[config.mk]
export PLATFORM = sky130hd
export DESIGN_NAME = pf_sched
export DESIGN_NICKNAME = d
export VERILOG_FILES = /design/src/rtl/pf_pkg.sv /design/src/rtl/pf_param_regs.sv /design/src/rtl/pf_fill_ctr.sv /design/src/rtl/pf_ctrl.sv /design/src/rtl/pf_sched.sv
export SDC_FILE = /design/constraint.sdc
export NUM_CORES = 1
export LEC_CHECK = 0
export BUFFER_PORTS_ARGS = -buffer_cell sky130_fd_sc_hd__buf_2
export CORE_UTILIZATION = 50
export CTS_CLUSTER_SIZE = 28
export DETAILED_ROUTE_END_ITERATION = 16
export PLACE_DENSITY = 0.7
export SYNTH_ARGS = -nofsm -noshare
export SYNTH_HDL_FRONTEND = slang
export SYNTH_SLANG_ARGS = --single-unit
[constraint.sdc]
create_clock -name clk -period 7.21 [get_ports clk]
set_clock_uncertainty 0.15 [all_clocks]
set_input_delay 0.721 -clock clk [delete_from_list [all_inputs] [get_ports clk]]
set_output_delay 0.721 -clock clk [all_outputs]
set_load 0.02 [all_outputs]
[src/rtl/pf_pkg.sv]
package pf_pkg;
  typedef struct packed {
    logic [3:0] ts;  // subsequent threshold
    logic [3:0] rs;  // subsequent request
    logic [3:0] ti;  // initial threshold
    logic [3:0] ri;  // initial request
  } pf_param_t;

  localparam logic [15:0] PAR33_RST = 16'h1212;
  localparam logic [15:0] PAR66_RST = 16'h3323;

  typedef enum logic [1:0] {S_IDLE, S_WAIT, S_DLV, S_ONE} pf_state_e;

  // 0-based field to line count
  function automatic logic [4:0] lines_of(input logic [3:0] f);
    return {1'b0, f} + 5'd1;
  endfunction

  // pacing delay: three ones above the request field
  function automatic logic [6:0] delay_of(input logic [3:0] rs);
    return {3'b111, rs};
  endfunction
endpackage

[src/rtl/pf_param_regs.sv]
module pf_param_regs
  import pf_pkg::*;
(
  input  logic        clk,
  input  logic        rst_n,
  input  logic        cfg_we,
  input  logic        cfg_sel,
  input  logic [15:0] cfg_wdata,
  output logic [15:0] cfg_rdata,
  input  logic        spd66,
  output pf_param_t   par_live
);
  logic [15:0] r33, r66;

  always_ff @(posedge clk or negedge rst_n) begin
    if (!rst_n) begin
      r33 <= PAR33_RST;
      r66 <= PAR66_RST;
    end else if (cfg_we) begin
      if (cfg_sel) r66 <= cfg_wdata;
      else         r33 <= cfg_wdata;
    end
  end

  assign cfg_rdata = cfg_sel ? r66 : r33;
  assign par_live  = spd66 ? pf_param_t'(r66) : pf_param_t'(r33);
endmodule

[src/rtl/pf_fill_ctr.sv]
module pf_fill_ctr #(
  parameter int FW = 5,
  parameter logic [FW-1:0] CAP = '1
) (
  input  logic          clk,
  input  logic          rst_n,
  input  logic          clr,
  input  logic          line_in,
  input  logic          line_out,
  input  logic          issue,
  input  logic [FW-1:0] issue_lines,
  output logic [FW-1:0] fill,
  output logic [FW-1:0] pend
);
  logic inc, dec;
  assign inc = line_in && (fill < CAP);
  assign dec = line_out && (fill != '0);

  always_ff @(posedge clk or negedge rst_n) begin
    if (!rst_n) begin
      fill <= '0;
      pend <= '0;
    end else if (clr) begin
      fill <= '0;
      pend <= '0;
    end else begin
      fill <= fill + FW'(inc) - FW'(dec);
      if (issue)                        pend <= issue_lines;
      else if (line_in && pend != '0)   pend <= pend - 1'b1;
    end
  end
endmodule

[src/rtl/pf_ctrl.sv]
module pf_ctrl
  import pf_pkg::*;
#(
  parameter int FW = 5,
  parameter logic [FW-1:0] CAP = '1
) (
  input  logic          clk,
  input  logic          rst_n,
  input  logic          abort,
  input  logic          txn_start,
  input  logic          txn_pref,
  input  logic          line_out,
  input  pf_param_t     par_live,
  input  logic [FW-1:0] fill,
  input  logic [FW-1:0] pend,
  output logic          issue,
  output logic [FW-1:0] issue_lines,
  output logic          req_valid,
  output logic [4:0]    req_lines,
  output logic          req_sub,
  output logic          deliver_en,
  output logic          txn_done,
  output logic          one_mode,
  output logic [FW-1:0] thr,
  output logic [6:0]    dly_d
);
  pf_state_e st;
  pf_param_t lat;
  logic [6:0] dly;
  logic [FW-1:0] room, init_want, sub_want;
  logic issue_init, issue_sub;

  function automatic logic [FW-1:0] fit(input logic [FW-1:0] want,
                                        input logic [FW-1:0] free);
    return (want < free) ? want : free;
  endfunction

  assign room       = CAP - fill;
  assign init_want  = txn_pref ? FW'(lines_of(par_live.ri)) : FW'(1);
  assign sub_want   = FW'(lines_of(lat.rs));
  assign issue_init = !abort && st == S_IDLE && txn_start;
  assign issue_sub  = !abort && st == S_DLV && pend == '0 && dly == '0 &&
                      fill <= FW'(lines_of(lat.ts)) && room != '0;
  assign issue       = issue_init || issue_sub;
  assign issue_lines = issue_init ? fit(init_want, room) : fit(sub_want, room);

  assign thr        = FW'(lines_of(lat.ti));
  assign dly_d      = delay_of(lat.rs);
  assign deliver_en = (st == S_DLV);
  assign one_mode   = (st == S_ONE);

  always_ff @(posedge clk or negedge rst_n) begin
    if (!rst_n) begin
      st        <= S_IDLE;
      lat       <= '0;
      dly       <= '0;
      req_valid <= 1'b0;
      req_lines <= '0;
      req_sub   <= 1'b0;
      txn_done  <= 1'b0;
    end else begin
      req_valid <= issue;
      req_lines <= 5'(issue_lines);
      req_sub   <= issue_sub;
      txn_done  <= 1'b0;
      if (abort) begin
        st  <= S_IDLE;
        dly <= '0;
      end else begin
        if (issue_sub)       dly <= delay_of(lat.rs);
        else if (dly != '0)  dly <= dly - 1'b1;
        case (st)
          S_IDLE: if (txn_start) begin
            lat <= par_live;
            st  <= txn_pref ? S_WAIT : S_ONE;
          end
          S_WAIT: if (fill >= thr || pend == '0) st <= S_DLV;
          S_ONE: if (line_out && fill != '0) begin
            st       <= S_IDLE;
            txn_done <= 1'b1;
          end
          default: ;
        endcase
      end
    end
  end
endmodule

[src/rtl/pf_sched.sv]
module pf_sched
  import pf_pkg::*;
#(
  parameter int BUF_LINES = 24
) (
  input  logic        clk,
  input  logic        rst_n,
  input  logic        cfg_we,
  input  logic        cfg_sel,
  input  logic [15:0] cfg_wdata,
  output logic [15:0] cfg_rdata,
  input  logic        spd66,
  input  logic        txn_start,
  input  logic        txn_pref,
  input  logic        abort,
  input  logic        line_in,
  input  logic        line_out,
  output logic        req_valid,
  output logic [4:0]  req_lines,
  output logic        deliver_en,
  output logic        txn_done,
  output logic [((($clog2(BUF_LINES+1)) > 5) ? $clog2(BUF_LINES+1) : 5)-1:0] fill_cnt
);
  localparam int FW0 = $clog2(BUF_LINES + 1);
  localparam int FW  = (FW0 > 5) ? FW0 : 5;
  localparam logic [FW-1:0] CAP = FW'(BUF_LINES);

  pf_param_t     par_w;
  logic          issue_w, req_sub_w, one_w;
  logic [FW-1:0] issue_lines_w, pend_w, thr_w;
  logic [6:0]    dly_w;

  pf_param_regs u_regs (
    .clk, .rst_n, .cfg_we, .cfg_sel, .cfg_wdata, .cfg_rdata, .spd66,
    .par_live(par_w)
  );

  pf_fill_ctr #(.FW(FW), .CAP(CAP)) u_fill (
    .clk, .rst_n, .clr(abort), .line_in, .line_out,
    .issue(issue_w), .issue_lines(issue_lines_w),
    .fill(fill_cnt), .pend(pend_w)
  );

  pf_ctrl #(.FW(FW), .CAP(CAP)) u_ctrl (
    .clk, .rst_n, .abort, .txn_start, .txn_pref, .line_out,
    .par_live(par_w), .fill(fill_cnt), .pend(pend_w),
    .issue(issue_w), .issue_lines(issue_lines_w),
    .req_valid, .req_lines, .req_sub(req_sub_w), .deliver_en, .txn_done,
    .one_mode(one_w), .thr(thr_w), .dly_d(dly_w)
  );
endmodule

==> reports/results.txt, run 1 <==
Outcome: finished, final reports clean
Switch Pwr: 0.8668 mW
Most frequent cells in the layout: dfrtp_1 (59), buf_2 (54), mux2_2 (51)
Fmax: 0.2701 GHz
Place WS: 3246 ps
Cts repair resizes: 0
Fin nets: 513
1st-pass router iterations: 4
Unique masters post-synth: 61
Syn Nets: 461
Initial cell density of the core: 52.08%
CTS tree: yes
Crit end category: flop
Sequential-to-total area share from yosys stat: 41.05%
Post-layout min period: 3702 ps
Static leakage: 2.296 nW
Die Ht: 94.74 um
Area of the core: 8258 um2
Vias per Instance: 5.561
Number of synthesized flops with an enable pin: 0
Fin area: 4852 um2
Mux contribution to synthesized area: 16.61%
Most common cell after layout, fill and taps aside: dfrtp_1
Rows: 33
Worst Path Max Fanout: 7
Synth Instances: 398
Sw Ratio: 42.26%
Dpl cell area: 4631 um2
Vias in the first global route: 3050
Xor/xnor share of the synthesized area: 3.462%
FF+latch count, synth: 70
Filler Cell Count: 714
Total Wirelength: 8.774 mm
Post-synthesis compound-gate area fraction: 11.46%
Final HPWL DP: 6.335 mm
Synth Area in Adders: 10.94%
Critical path class: flop to flop
GP Congestion: 0.8296
Pwr dens: 422.7 nW/um2
Aggregate negative setup slack: 0 ps
Initial DRC count: 110
# hold bufs at CTS: 0
Layout cells sized above 1: 31.43%
Clk pwr share: 17.3%
Remaining routing DRC violations: 0
Area grow syn2layout: 12.83%
Clock-pin transition on the worst setup and hold timing paths: 80 ps
Tcrit/Tclk final: 51.35%
VDD IR-drop max: 0.0002047 V
Largest family of logic cells by synthesized area: multiplexers
Port Buf Inserts: 54
Async SR Flop Fraction: 100.0%
WL/cell: 15.67 um
Simple-gate area share of the yosys netlist: 11.78%
Final hold violations: 0
Initial antenna violation count: 0
Chip width: 94.74 um
Req. time, crit path: 7350 ps
Clk root buf: clkbuf_8
Clk sink count: 70
Grt total ovfl: 0
Setup Viol. Count Final: 0
Final Util: 58.76%
First-pass GRT wire length: 14.76 mm
GRT Overall Usage: 21.41%
Seq pwr share: 31.2%
Slew margin rel.: 40.42%
DR vias: 3114
Startpoint Class: flop
Mean Syn Cell Area: 10.80 um2
Synth Warn #: 0
Largest net degree at the start of global routing: 71
Worst Path Arrival: 3840 ps
DIE AREA: 8976 um2
CTS Buf Count: 9
Syn Std Cell Area: 4300 um2
H-tree depth: 3
RSZ-0062 raised after global routing: no
HP Class: flop to flop
I/O pin count: 55
Max clock buf depth: 2
Internal: 1.184 mW
Worst-Skew Late Latency: 350 ps
Max Slew Vio Count: 0
Max-Cap Viols: 0
Total power: 2.051 mW
Antenna cells: 0
Worst setup margin: 3508 ps
Logic pwr share: 51.5%
Number of post-CTS setup repair buffers: 0
Worst Tran Pin Value: 893.8 ps
Post-synth top flop: dfrtp_1
Routed Antenna Nets: 0
power groups by stage:
stage | clock, mW | combinational [mW] | sequential (mW)
6_report | 0.355 | 1.06 | 0.640
5_1_grt | 0.379 | 1.20 | 0.659
4_1_cts | 0.364 | 1.06 | 0.640
3_5_place_dp | 0 | 1.05 | 0.647
3_3_place_gp | 0 | 1.00 | 0.642
2_1_floorplan | 0 | 0.787 | 0.641
through the flow:
stage	hold WS (ps)	cells
6_report	380.0	560
4_1_cts	380.2	560
3_5_place_dp	362.1	544
3_3_place_gp	342.5	544
5_1_grt	402.8	560
2_1_floorplan	275.4	398
cell type report:
type / count / area, um2 / area share [%]
well taps: 105 / 131.4 / 2.708
inverters: 27 / 101.3 / 2.089
clock inverters: 6 / 93.84 / 1.934
clock buffers: 10 / 127.6 / 2.630
repair buffers: 57 / 292.8 / 6.034
flip-flops and latches: 70 / 1765 / 36.38
multi-input cells: 285 / 2340 / 48.22
Yosys cell counts (7+ instances only):
| library cell | number | share of area, % |
|---|---|---|
| a21oi_1 | 27 | 3.1 |
| clkbuf_1 | 7 | 0.61 |
| dfrtp_1 | 59 | 34 |
| dfstp_2 | 11 | 6.7 |
| ha_1 | 36 | 10 |
| inv_1 | 27 | 2.4 |
| mux2_2 | 51 | 13 |
| mux2i_1 | 14 | 3.3 |
| nand2_1 | 16 | 1.4 |
| nand3_1 | 10 | 1.2 |
| nor2_1 | 27 | 2.4 |
| xnor2_1 | 8 | 1.6 |
| xor2_1 | 9 | 1.8 |
per-layer routing:
layer	track usage, %	vias to the layer above	wire, um
met4	5.682	0	78
met2	34.95	48	4153
met3	4.589	8	283
met5	0	-	0
met1	28.76	1519	4259
li1	-	1539	-
critical path, cell delays in order (launching register included):
cell and delay [ps]:
dfrtp_1 540, inv_1 210, ha_1 290, a21boi_0 230, xor2_1 380, ha_1 350
a211o_1 340, a31oi_1 480, a311oi_1 130, a211oi_1 350, a21o_2 190
logic make-up (layout without fill, tap and decap cells):
kind of cell               after synthesis  count (layout)
AOI/OAI and AO/OA                       71              71
adders and majority gates               37              37
xor gates and xnor gates                17              17
muxes                                   65              65
and+or+nand+nor                         95              95
DFF                                     70              70
buffers and inverters                   43             100
sequential cells by signal, indices dropped and copies added (netlist names):
name / count
u_ctrl.req_valid: 1
u_ctrl.st: 2
u_regs.r66: 16
u_ctrl.dly_d: 4
u_regs.r33: 16
u_ctrl.req_lines: 5
u_ctrl.dly: 7
u_fill.fill: 5
u_fill.pend: 5
u_ctrl.lat: 8
u_ctrl.txn_done: 1
final timing paths:
| path | startpoint | end | slack [ps] | cells past startpoint |
|---|---|---|---|---|
| worst min register to register | u_ctrl.dly[0] | u_ctrl.dly[0] | 380 | 1 |
| worst max-delay path | u_fill.fill[0] | u_fill.pend[1] | 3510 | 10 |
| max in group asynchronous | rst_n | u_regs.r33[2] | 5900 | 2 |
| min in group asynchronous | rst_n | u_ctrl.req_lines[0] | 410 | 2 |
| worst max register to register | u_fill.fill[0] | u_fill.pend[1] | 3510 | 10 |
| worst min-delay path | u_ctrl.dly[0] | u_ctrl.dly[0] | 380 | 1 |
(Power assumes the default switching activity.)
==> run 2: changes to the inputs <==
PLACE_DENSITY = 0.73   (was 0.7)
clock period = 3.1 ns   (was 7.21 ns; I/O delays follow)
==> run 2 against run 1 <==
- first-iteration DRC count grew 2.7%
- sequential cell count stayed put
- clock power grew 110%
- maximum frequency grew 24%
- via count increased by 3.3%
- die area unchanged
- final area is 3.0% higher
- worst hold slack worse by 340 ps
- clock-buffer cell count fell by 1
- critical endpoint is now u_fill.pend[4]
- largest power group unchanged
- highest routed layer unchanged
==> reports/results.txt, run 2 (synthesis results as in run 1) <==
Clk root buf: clkbuf_8
Port Buf Inserts: 54 (unchanged)
Startpoint Class: flop
Grt total ovfl: 0 (unchanged)
M3 GR Usage: 6.280% (+1.7 points)
GR peak layer: met2
Worst Path Arrival: 3090 ps (-750 ps)
Slew margin rel.: 50.18% (+9.8 points)
VDD IR-drop max: 0.0004823 V (+140%)
GP Congestion: 0.8245 (-0.61%)
Fmax: 0.3362 GHz (+24%)
Largest net degree at the start of global routing: 46 (-35%)
HP Class: input port to flop
Crit end category: flop
Static leakage: 2.382 nW (+3.7%)
Rows: 33 (unchanged)
GRT met2 Usage: 37.05% (+2.1 points)
Inst Count DP: 559 (+2.8%)
Req. time, crit path: 3210 ps (-4140 ps)
Area of the core: 8258 um2 (unchanged)
Critical path class: flop to flop
Max Slew Vio Count: 0 (unchanged)
WL/cell: 15.73 um (+0.40%)
Outcome: finished, final reports clean
Layout cells sized above 1: 34.60% (+3.2 points)
I/O pin count: 55 (unchanged)
Most frequent cells in the layout: dfrtp_1 (59), buf_2 (54), mux2_2 (51)
Finished Layout Cells: 579 (+3.4%)
1st-pass router iterations: 4 (unchanged)
CTS tree: yes
DR vias: 3218 (+3.3%)
R2R Path Start: u_regs.r33[0]
Vias in the first global route: 3257 (+6.8%)
Initial cell density of the core: 52.08% (unchanged)
Routed Antenna Nets: 0 (unchanged)
GRT Overall Usage: 22.44% (+1.0 points)
Antenna cells: 0 (unchanged)
Total Wirelength: 9.108 mm (+3.8%)
Worst Tran Pin Value: 745.5 ps (-148.3 ps)
DIE AREA: 8976 um2 (unchanged)
Largest regs: u_regs.r33 x16, u_regs.r66 x16, u_ctrl.lat x8
Post-layout min period: 2975 ps (-727.4 ps)
H-tree depth: 3 (unchanged)
Min-delay src: cfg_wdata[14]
Die Ht: 94.74 um (unchanged)
Tcrit/Tclk final: 95.96% (+45 points)
CTS Buf Count: 9 (unchanged)
Setup Viol. Count Final: 0 (unchanged)
Clk sink count: 70 (unchanged)
Crit. Startpoint: u_regs.r33[0]
Final HPWL DP: 6.571 mm (+3.7%)
Most common cell after layout, fill and taps aside: dfrtp_1
Area grow syn2layout: 16.18%
Grt met1 use: 28.34% (-0.43 points)
Fin nets: 532 (+3.7%)
First-pass GRT wire length: 15.31 mm (+3.7%)
Max clock buf depth: 2 (unchanged)
Initial DRC count: 113 (+2.7%)
Initial antenna violation count: 0 (unchanged)
Clock-pin transition on the worst setup and hold timing paths: 80 ps (about the same)
Worst Path Max Fanout: 6 (-1)
Chip width: 94.74 um (unchanged)
Pwr dens: 976.3 nW/um2 (+130%)
Max-Cap Viols: 0 (unchanged)
Final hold violations: 0 (unchanged)
Vias per Instance: 5.558 (about the same)
Remaining routing DRC violations: 0 (unchanged)
Worst-Skew Late Latency: 360 ps (about the same)
Final Util: 60.50% (+1.7 points)
[run 2: routing by layer]
metal  vias to the layer above  share of wire, %
li1                       1579                 -
met1                      1557                46
met2                        69                49
met3                        13               4.3
met4                         0               1.3
met5                         -                 0
[run 2: report_power, final]
part / internal (mW) / switching [mW]
clock network: 0.374 / 0.382
registers: 1.20 / 0.234
logic: 1.24 / 1.44
total: 2.82 / 2.06
[run 2: stage by stage]
step	power, mW	hold WS, ps	cell area (um2)	TNS, ps	setup WS (ps)
2_1_floorplan	3.321	-135.6	4300	0	45.22
3_3_place_gp	3.968	212.8	4756	0	71.57
3_5_place_dp	4.075	217.2	4756	-21.54	-21.54
4_1_cts	4.859	31.29	4962	0	12.36
5_1_grt	5.324	27.46	4996	-23.27	-11.72
6_report	4.878	40.55	4996	0	125.1
[run 2: worst paths after layout]
| check | end | slack (ps) | depth (start not counted) |
|---|---|---|---|
| setup / recovery | u_fill.pend[4] | 130 | 11 |
| hold / removal | u_regs.r66[14] | 40 | 2 |
| setup reg to reg | u_fill.pend[4] | 130 | 11 |
| hold reg to reg | u_ctrl.dly[6] | 380 | 2 |
| max in group asynchronous | u_regs.r66[12] | 1730 | 3 |
| min in group asynchronous | u_ctrl.req_lines[1] | 350 | 2 |
[run 2: final cells by class]
class                   instances  area (um2)
clock inverters                 7       72.57
inverters                      27       101.3
repair buffers                 76       450.4
flip-flops and latches         70        1765
well taps                     105       131.4
fillers                       716        3262
multi-input cells             285        2351
clock buffers                   9       123.9
[run 2: repair_timing]
item / in CTS / in global routing
setup endpoints to repair: 0 / 10
setup buffers: 0 / 3
hold endpoints to repair: 23 / 0
hold buffers: 1 / 0
resized for setup: 0 / 4
[run 2: worst max-delay path, stage by stage (launching register included)]
cell and delay [ps]:
dfrtp_1 400, mux2_2 310, ha_1 210, xnor2_1 120
and2_1 180, ha_1 260, o21ai_0 80, a22oi_1 220
nand3_1 160, and3_4 220, or3_1 330, a311oi_1 250
